==> src/rtl/keyed_reset_pkg.sv <==
package keyed_reset_pkg;
  localparam int DATA_W      = 32;
  localparam int ADDR_W      = 2;
  localparam int KEY_W       = 8;
  localparam int KEY_LSB     = 24;
  localparam logic [KEY_W-1:0] KEY_VALUE = 8'hA5;
  localparam int USR_EN_BIT  = 0;
  localparam int INT_EN_BIT  = 4;
  localparam int LEN_LSB     = 8;
  localparam int MODE_LEN_W  = 4;
  localparam int SYNC_STAGES = 2;
  localparam int MODE_ADDR   = 0;
  localparam int STAT_ADDR   = 1;
  localparam int CNT_W       = (1 << MODE_LEN_W) + 1;

  typedef struct packed {
    logic modeWr;
    logic statRd;
    logic trigLoad;
  } ctrlStrb_t;

  typedef struct packed {
    logic [MODE_LEN_W-1:0] lenSel;
    logic                  intEn;
    logic                  usrEn;
  } modeFields_t;
endpackage

==> src/rtl/keyed_reset_sync.sv <==
module keyed_reset_sync #(
  parameter int STAGES = 2
) (
  input  logic clk,
  input  logic rstN,
  input  logic din,
  output logic dout
);
  logic [STAGES-1:0] chain;

  always_ff @(posedge clk or negedge rstN) begin
    if (!rstN) chain <= '1;
    else       chain <= {chain[STAGES-2:0], din};
  end

  assign dout = chain[STAGES-1];
endmodule

==> src/rtl/keyed_reset_ctrl.sv <==
module keyed_reset_ctrl
  import keyed_reset_pkg::*;
(
  input  logic              busWe,
  input  logic              busRe,
  input  logic [ADDR_W-1:0] busAddr,
  input  logic [KEY_W-1:0]  keyByte,
  input  logic              wrProtect,
  input  logic              extTrig,
  output ctrlStrb_t         strb
);
  logic atMode;
  logic atStat;
  logic keyOk;

  always_comb begin
    atMode        = (busAddr == ADDR_W'(MODE_ADDR));
    atStat        = (busAddr == ADDR_W'(STAT_ADDR));
    keyOk         = (keyByte == KEY_VALUE);
    strb.modeWr   = busWe && atMode && keyOk && !wrProtect;
    strb.statRd   = busRe && atStat;
    strb.trigLoad = extTrig;
  end
endmodule

==> src/rtl/keyed_reset_datapath.sv <==
module keyed_reset_datapath
  import keyed_reset_pkg::*;
(
  input  logic              clk,
  input  logic              rstN,
  input  ctrlStrb_t         strb,
  input  logic [DATA_W-1:0] wdata,
  input  logic [ADDR_W-1:0] rdAddr,
  input  logic              pinLevel,
  output logic [DATA_W-1:0] rdata,
  output modeFields_t       modeQ,
  output logic              userRstReq,
  output logic              irq,
  output logic              extRstOut
);
  logic                  statFlag;
  logic [CNT_W-1:0]      cnt;
  logic [CNT_W-1:0]      loadVal;
  logic [MODE_LEN_W:0]   shAmt;

  // mode register
  always_ff @(posedge clk or negedge rstN) begin
    if (!rstN) begin
      modeQ <= '0;
    end else if (strb.modeWr) begin
      modeQ.usrEn  <= wdata[USR_EN_BIT];
      modeQ.intEn  <= wdata[INT_EN_BIT];
      modeQ.lenSel <= wdata[LEN_LSB +: MODE_LEN_W];
    end
  end

  // sticky status flag, set dominates clear
  always_ff @(posedge clk or negedge rstN) begin
    if (!rstN)            statFlag <= 1'b0;
    else if (!pinLevel)   statFlag <= 1'b1;
    else if (strb.statRd) statFlag <= 1'b0;
  end

  // external reset length counter
  always_comb begin
    shAmt   = (MODE_LEN_W+1)'(modeQ.lenSel) + (MODE_LEN_W+1)'(1);
    loadVal = CNT_W'(1) << shAmt;
  end

  always_ff @(posedge clk or negedge rstN) begin
    if (!rstN)              cnt <= '0;
    else if (strb.trigLoad) cnt <= loadVal;
    else if (cnt != '0)     cnt <= cnt - CNT_W'(1);
  end

  assign extRstOut  = (cnt != '0);
  assign userRstReq = modeQ.usrEn && !pinLevel;
  assign irq        = statFlag && modeQ.intEn && !modeQ.usrEn;

  // read mux
  always_comb begin
    rdata = '0;
    if (rdAddr == ADDR_W'(MODE_ADDR)) begin
      rdata[USR_EN_BIT]             = modeQ.usrEn;
      rdata[INT_EN_BIT]             = modeQ.intEn;
      rdata[LEN_LSB +: MODE_LEN_W]  = modeQ.lenSel;
    end else if (rdAddr == ADDR_W'(STAT_ADDR)) begin
      rdata[0] = statFlag;
    end
  end


  usr_req_gate_chk: assert property (@(posedge clk) disable iff (!rstN)
    userRstReq |-> modeQ.usrEn);


  irq_gate_chk: assert property (@(posedge clk) disable iff (!rstN)
    irq |-> !modeQ.usrEn);


  flag_sticky_chk: assert property (@(posedge clk) disable iff (!rstN)
    (statFlag && !strb.statRd) |=> statFlag);


  pulse_end_chk: assert property (@(posedge clk) disable iff (!rstN)
    $fell(extRstOut) |-> ($past(cnt) == CNT_W'(1) && !$past(strb.trigLoad)));


  retrig_chk: assert property (@(posedge clk) disable iff (!rstN)
    strb.trigLoad |=> extRstOut);
endmodule

==> src/rtl/keyed_reset_mode.sv <==
module keyed_reset_mode
  import keyed_reset_pkg::*;
(
  input  logic              clk,
  input  logic              rstN,
  input  logic              busWe,
  input  logic              busRe,
  input  logic [ADDR_W-1:0] busAddr,
  input  logic [DATA_W-1:0] busWdata,
  output logic [DATA_W-1:0] busRdata,
  input  logic              wrProtect,
  input  logic              padRstN,
  input  logic              extTrig,
  output logic              userRstReq,
  output logic              irq,
  output logic              extRstOut
);
  ctrlStrb_t   strb;
  modeFields_t modeQ;
  logic        pinSync;

  keyed_reset_sync #(.STAGES(SYNC_STAGES)) uSync (
    .clk  (clk),
    .rstN (rstN),
    .din  (padRstN),
    .dout (pinSync)
  );

  keyed_reset_ctrl uCtrl (
    .busWe     (busWe),
    .busRe     (busRe),
    .busAddr   (busAddr),
    .keyByte   (busWdata[KEY_LSB +: KEY_W]),
    .wrProtect (wrProtect),
    .extTrig   (extTrig),
    .strb      (strb)
  );

  keyed_reset_datapath uPath (
    .clk        (clk),
    .rstN       (rstN),
    .strb       (strb),
    .wdata      (busWdata),
    .rdAddr     (busAddr),
    .pinLevel   (pinSync),
    .rdata      (busRdata),
    .modeQ      (modeQ),
    .userRstReq (userRstReq),
    .irq        (irq),
    .extRstOut  (extRstOut)
  );


  wp_block_chk: assert property (@(posedge clk) disable iff (!rstN)
    (busWe && wrProtect) |=> $stable(modeQ));


  key_block_chk: assert property (@(posedge clk) disable iff (!rstN)
    (busWe && busWdata[KEY_LSB +: KEY_W] != KEY_VALUE) |=> $stable(modeQ));
endmodule

==> config.mk <==
export PLATFORM = sky130hd
export DESIGN_NAME = keyed_reset_mode
export DESIGN_NICKNAME = d
export VERILOG_FILES = /design/src/rtl/keyed_reset_pkg.sv /design/src/rtl/keyed_reset_sync.sv /design/src/rtl/keyed_reset_ctrl.sv /design/src/rtl/keyed_reset_datapath.sv /design/src/rtl/keyed_reset_mode.sv
export SDC_FILE = /design/constraint.sdc
export NUM_CORES = 1
export LEC_CHECK = 0
export CAP_MARGIN = 30
export CORE_ASPECT_RATIO = 0.9
export CORE_UTILIZATION = 46
export CTS_BUF_LIST = sky130_fd_sc_hd__clkbuf_4
export DETAILED_ROUTE_END_ITERATION = 10
export GPL_ROUTABILITY_DRIVEN = 0
export PLACE_DENSITY = 0.86
export SLEW_MARGIN = 20
export SYNTH_ARGS = -nofsm -noshare
export SYNTH_HDL_FRONTEND = slang
export SYNTH_SLANG_ARGS = --single-unit
==> constraint.sdc <==
create_clock -name clk -period 5.9 [get_ports clk]
set_input_delay 1.18 -clock clk [delete_from_list [all_inputs] [get_ports clk]]
set_output_delay 1.18 -clock clk [all_outputs]
set_load 0.01 [all_outputs]
==> results of run 1 <==
[flip-flops by register name, indices dropped and copies added, names as in the netlist]
signal	count
uPath.cnt	17
uPath.statFlag	1
uPath.modeQ	6
uSync.chain	2
[cells by family (layout without fill, tap and decap cells)]
logic type | after synthesis | count (layout) | share of synthesized area [%]
buffers and inverters | 34 | 40 | 14.2
other | 1 | 26 | 0.226
AOI/OAI and AO/OA | 22 | 22 | 9.41
xor gates and xnor gates | 13 | 13 | 6.85
muxes | 7 | 7 | 4.66
DFF | 26 | 26 | 39.3
and+or+nand+nor | 70 | 70 | 24.6
adders and majority gates | 1 | 1 | 0.752
[Yosys cell counts (2+ instances only)]
| cell type | n |
|---|---|
| and2_1 | 5 |
| nand2_1 | 12 |
| xor2_1 | 5 |
| nor2b_1 | 4 |
| nor4bb_1 | 2 |
| nor4_1 | 3 |
| mux2_2 | 6 |
| buf_4 | 26 |
| dfrtp_1 | 24 |
| dfstp_2 | 2 |
| nand4_1 | 2 |
| nor2_1 | 18 |
| o21ai_0 | 2 |
| a22oi_1 | 6 |
| nand4b_1 | 2 |
| xnor2_1 | 8 |
| or4_4 | 2 |
| a21oi_1 | 4 |
| o31ai_1 | 3 |
| nand3_1 | 4 |
| nor3_1 | 5 |
| inv_1 | 3 |
[power by group through the flow]
stage	logic, uW	registers [uW]	clock network [uW]
global route	402	270	93.4
detailed placement	361	268	0
floorplan	295	257	0
CTS	362	264	86.3
finish	362	264	84.1
global placement	347	264	0
[layout make-up]
type | instances | area share [%]
multi-input combinational | 139 | 44.7
sequential | 26 | 33.7
timing repair buffer | 32 | 16.4
tap | 44 | 2.84
clock buffer | 4 | 1.55
inverter | 4 | 0.903
[cell usage in the layout (no fill, tap or decap), types with 6 or more instances in the layout]
| cell | netlist | final |
|---|---|---|
| nand2_1 | 12 | 12 |
| xnor2_1 | 8 | 8 |
| dfrtp_1 | 24 | 24 |
| mux2_2 | 6 | 6 |
| a22oi_1 | 6 | 6 |
| clkdlybuf4s50_1 | 0 | 31 |
| nor2_1 | 18 | 18 |
| conb_1 | 1 | 26 |
[per-layer routing]
metal	up-vias	GRT usage [%]
li1	614	-
met3	5	3.27
met1	619	24.0
met2	41	32.5
met5	-	0
met4	0	9.32
[final timing paths]
check	cells past startpoint	to	from	slack, ns
worst max register to register	8	uPath.cnt[12]	uPath.cnt[0]	3.50
worst min-delay path	0	uSync.chain[1]	uSync.chain[0]	0.37
max in group asynchronous	2	uSync.chain[1]	rstN	4.41
worst min register to register	0	uSync.chain[1]	uSync.chain[0]	0.37
worst max-delay path	7	extRstOut	uPath.cnt[0]	1.84
min in group asynchronous	2	uPath.cnt[6]	rstN	1.19
[worst register-to-register path, cell delays in order (launching register included)]
cell     delay [ns]
dfrtp_1        0.42
inv_1          0.10
ha_1           0.20
or4b_2         0.68
or2_4          0.29
nor3_4         0.28
inv_4          0.09
nor2_8         0.17
nor2_1         0.08
[per-stage QoR]
stage	setup WS, ns	total power (uW)
after floorplan	2.85	551
after global placement	2.09	611
after detailed placement	2.08	628
after CTS	1.83	712
after global routing	1.73	765
final	1.84	710
==> run metrics, run 1 <==
sequential element share of the synthesized area=39.3%; Area contributors post-synth=dfrtp_1 36%, buf_4 12%, xnor2_1 4.2%; clock sink count=26; Pint=425 uW; family with the most delay on the worst path=simple AND/OR/NAND/NOR gates; GR Util All Layers=19.2%; relative slew slack=40.1%; Synth async-reset ratio=100%; post-CTS resize count=0; CP max-delay cell=or4b_2; crit-path cells=inv_1 -> ha_1 -> or4b_2 -> or2_4 -> nor3_4 -> inv_4 -> clkdlybuf4s50_1; status=finished clean; crit path capture type=output port; final wirelength=3.26 mm; Comb pwr share=50.9%; CTS tree=done; met3 wire length=154 um; peak supply drop=154 uV; clk buf depth=2; worst skew pair latency=0.33 ns; Clock Tree Root=clkbuf_4; vias=1,279; pin count of the biggest net entering global routing=27; synthesized area per cell=9.56 um^2; met2 WL=1.66 mm; Final Util=57.0%; Syn-to-layout area delta=16.7%; Pre-antenna DRT Iters=4; Post-Syn Area=1660 um^2; fillcell total=309; Post-CTS Setup Repair Bufs=0; Synth area leader=dfrtp_1; Detailed Route Iter0 Violations=41; post-synth top area share=36.1%; clock power share=11.9%; max-slew violations=0; Gate Count Post-Synth=174; Die Width=65.4 um; M1 wire length=1.38 mm; Finished Layout Cells=249; final setup TNS=0 ns; DR vias/cell=5.14; EDFF count, synth=0; # setup viols final=0; Final Instance Area=1940 um^2; core area=3400 um^2; Post-CTS Hold Buffers=0; Post-DRT Antenna Nets=0; Die ar.=3860 um^2; layout cells sized above 1=11.7%; Lkg Pwr=0.000904 uW; actual slew at the worst max-slew pin=0.890 ns; RSZ-0062 raised after global routing=no; # placed instances=245; CP bufs+invs=3; Die H=59.0 um; vias in the first global route=1,183; fin nets=248; placed cell areas=1910 um^2; Seq. cell area=653 um^2; uppermost routed layer=met4; CP Class=register to output port; num rows=20; Main synth FF type=dfrtp_1; max cap viols=0; Critical Path RT=4.72 ns; count of final hold-check violations=0; share of total power in sequential cells=37.2%; Overflow after GRT=0; Multi-input gate area=867 um^2; power density cells=366 nW/um^2; H-tree Lvls=1; synth warn=0; worst-path fanout max=6; Cell variety after synth=48; WL per Instance=13.1 um; Inserted Clock Buffers=3; first-pass GRT wire length=5.44 mm; WHS=0.366 ns; IO Port Bufs=31; DP HPWL=2.52 mm; initial antenna violation count=0; post-route clock period utilization=68.7%; Synth Register Bits=26; crit path DAT=2.88 ns; post-layout min period=4.06 ns; startpoint type of the worst setup path=register; Fmax achieved=247 MHz; Reg clk slew, reported paths=0.13 ns; DRC violations left=0; P_sw=284 uW; Worst Clk Skew=0.00882 ns; hold crit path type=register to register; # IOs=76; crit-path max cell delay=0.68 ns; antenna cells=0; Sw Share=40.1%; Starting Density=48.9%
Power figures use the tool's default switching activity.
==> run 2: changes to the inputs <==
--- a/config.mk
+++ b/config.mk
@@ -7,11 +7,11 @@
 export LEC_CHECK = 0
 export CAP_MARGIN = 30
 export CORE_ASPECT_RATIO = 0.9
-export CORE_UTILIZATION = 46
+export CORE_UTILIZATION = 39
 export CTS_BUF_LIST = sky130_fd_sc_hd__clkbuf_4
 export DETAILED_ROUTE_END_ITERATION = 10
 export GPL_ROUTABILITY_DRIVEN = 0
-export PLACE_DENSITY = 0.86
+export PLACE_DENSITY = 0.77
 export SLEW_MARGIN = 20
 export SYNTH_ARGS = -nofsm -noshare
 export SYNTH_HDL_FRONTEND = slang
==> constraint.sdc (replaced) <==
create_clock -name clk -period 3.7 [get_ports clk]
set_input_delay 0.74 -clock clk [delete_from_list [all_inputs] [get_ports clk]]
set_output_delay 0.74 -clock clk [all_outputs]
set_load 0.01 [all_outputs]
==> run 2 against run 1 <==
Effect of this change:
- sequential share of layout area decreased by 0.28 points
- hold slack is essentially flat
- worst setup slack got worse by 1.7 ns
- via count is 0.39% lower
- critical path depth stayed put
- register-to-register slack worse by 2.3 ns
- clock-buffer cell count is 1 lower
- sequential power rose by 60%
- clock power rose by 46%
- first-iteration DRC count rose to 2.6 times the previous value
- cell count is 2.4% higher
==> run metrics, run 2 (synthesized netlist as in run 1, its figures left out) <==
most common cell after layout, fill and taps aside=clkdlybuf4s50_1; initial antenna violation count=0 (unchanged); crit path DAT=2.82 ns (-0.06 ns); Pwr Total=1130 uW (+60%); layout cells sized above 1=12.1% (+0.37 points); family with the most delay on the worst path=simple AND/OR/NAND/NOR gates; status=finished clean; crit path launch=uPath.cnt[0]; final setup TNS=0 ns (unchanged); Post-DRT Antenna Nets=0 (unchanged); power density cells=579 nW/um^2 (+58%); largest reg by FF count=uPath.cnt; Die H=63.9 um (+8.3%); count of final hold-check violations=0 (unchanged); pin count of the biggest net entering global routing=27 (unchanged); Die Width=70.8 um (+8.3%); P_sw=453 uW (+59%); max cap viols=0 (unchanged); actual slew at the worst max-slew pin=0.600 ns (-0.290 ns); final wirelength=3.29 mm (+0.86%); Clock Tree Root=clkbuf_4; DR vias/cell=5.00 (-2.7%); RSZ-0062 raised after global routing=no; peak supply drop=263 uV (+71%); startpoint type of the worst setup path=register; Syn-to-layout area delta=17.7%; hold crit path type=register to register; crit-path cells=inv_1 -> ha_1 -> or4b_2 -> or2_4 -> nor3_4 -> inv_4 -> clkdlybuf4s50_1; commonest non-fill, non-tap cells in the layout=31 x clkdlybuf4s50_1, 26 x conb_1, 24 x dfrtp_1; crit path capture type=output port; CP bufs+invs=3 (unchanged); hold_sp=uSync.chain[0]; Final Instance Area=1960 um^2 (+0.84%); num rows=22 (+10%); Sw Share=40.0% (-0.099 points); top flop regs=uPath.cnt (17), uPath.modeQ (6), uSync.chain (2); Detailed Route Iter0 Violations=105 (+160%); DRC violations left=0 (unchanged); IO Port Bufs=31 (unchanged); CTS tree=done; fin nets=250 (+0.81%); post-layout min period=3.56 ns; max-slew violations=0 (unchanged); # setup viols final=0 (unchanged); antenna cells=0 (unchanged); vias=1,274 (-0.39%); first-pass GRT wire length=5.58 mm (+2.7%); H-tree Lvls=1 (unchanged); Worst Clk Skew=0.00469 ns (-0.00412 ns); Crit Reg-Reg Startpoint=uPath.cnt[0]; Comb pwr share=51.8% (+0.9 points); DP HPWL=2.53 mm (+0.20%); Lkg Pwr=0.000911 uW (+0.83%); vias in the first global route=1,159 (-2.0%); fillcell total=378 (+22%); Pint=681 uW (+60%); clock power share=10.9% (-1.0 points); Inserted Clock Buffers=3 (unchanged); core area=4070 um^2 (+20%); crit-path max cell delay=0.68 ns (about the same); post-CTS resize count=0 (unchanged); Fmax achieved=281 MHz; max FFs per register=17 (unchanged); share of total power in sequential cells=37.3% (about the same); relative slew slack=59.9% (+20 points); # IOs=76 (unchanged); worst-path fanout max=4 (-2); Pre-antenna DRT Iters=6 (+2); Critical Path RT=2.96 ns (-1.76 ns); CP Class=register to output port; worst skew pair latency=0.33 ns (about the same); clk buf depth=2 (unchanged); GR Util All Layers=16.2% (-3.1 points); CP max-delay cell=or4b_2; Die ar.=4530 um^2 (+17%); placed cell areas=1920 um^2 (+0.65%); Overflow after GRT=0 (unchanged); clock sink count=26 (unchanged); post-route clock period utilization=96.4%; Starting Density=40.8% (-8.0 points); Reg clk slew, reported paths=0.14 ns (about the same); WL per Instance=12.9 um (-1.5%)
[run 2: path summary, 6_finish.rpt]
check | slack, ns | to | cells past startpoint
worst max-delay path | 0.14 | extRstOut | 7
worst min-delay path | 0.37 | uSync.chain[1] | 0
worst max register to register | 1.21 | uPath.cnt[8] | 8
worst min register to register | 0.37 | uSync.chain[1] | 0
max in group asynchronous | 2.64 | uSync.chain[1] | 2
min in group asynchronous | 0.76 | uPath.cnt[6] | 2
[run 2: worst reg2reg max path: cells and delay by family (launching register included)]
kind	cells	cell delay, ns
and+or+nand+nor	4	1.24
DFF	1	0.43
buffers and inverters	2	0.29
AOI/OAI and AO/OA	1	0.23
adders and majority gates	1	0.21
[run 2: cell type report]
| class | instances | area (um^2) | area share [%] |
|---|---|---|---|
| Multi-Input combinational cell | 139 | 867 | 44.3 |
| Sequential cell | 26 | 653 | 33.4 |
| Timing Repair Buffer | 34 | 333 | 17.0 |
| Tap cell | 48 | 60.1 | 3.07 |
| Clock buffer | 3 | 22.5 | 1.15 |
| Inverter | 4 | 17.5 | 0.895 |
| Clock inverter | 1 | 3.75 | 0.192 |
[run 2: timing repair]
action / in CTS / in global routing
endpoints found under the setup margin: 0 / 1
buffers inserted: 0 / 1
hold buffers: 0 / 0
endpoints found under the hold margin: 0 / 0
[run 2: through the flow]
step / util [%] / setup WS, ns / cells / hold slack, ns
3_5_place_dp: 47.2 / 0.449 / 250 / 0.347
6_report: 48.0 / 0.135 / 255 / 0.365
4_1_cts: 47.9 / 0.0561 / 254 / 0.366
2_1_floorplan: - / 1.09 / 199 / 0.345
5_1_grt: 48.0 / 0.0298 / 255 / 0.369
3_3_place_gp: 47.2 / 0.453 / 250 / 0.346
[run 2: power by group through the flow]
stage          combinational [uW]  clock, uW  sequential (uW)
5_1_grt                       647        144              435
3_3_place_gp                  562          0              423
2_1_floorplan                 470          0              409
6_report                      587        123              423
4_1_cts                       579        129              422
3_5_place_dp                  575          0              428
[run 2: routing by layer]
metal	vias to the layer above	global-route usage, %	wire, um	share of wire [%]
li1	617	-	-	-
met1	598	20.6	1430	43
met2	54	26.7	1630	49
met3	5	3.15	169	5.1
met4	0	7.00	63	1.9
met5	-	0	0	0
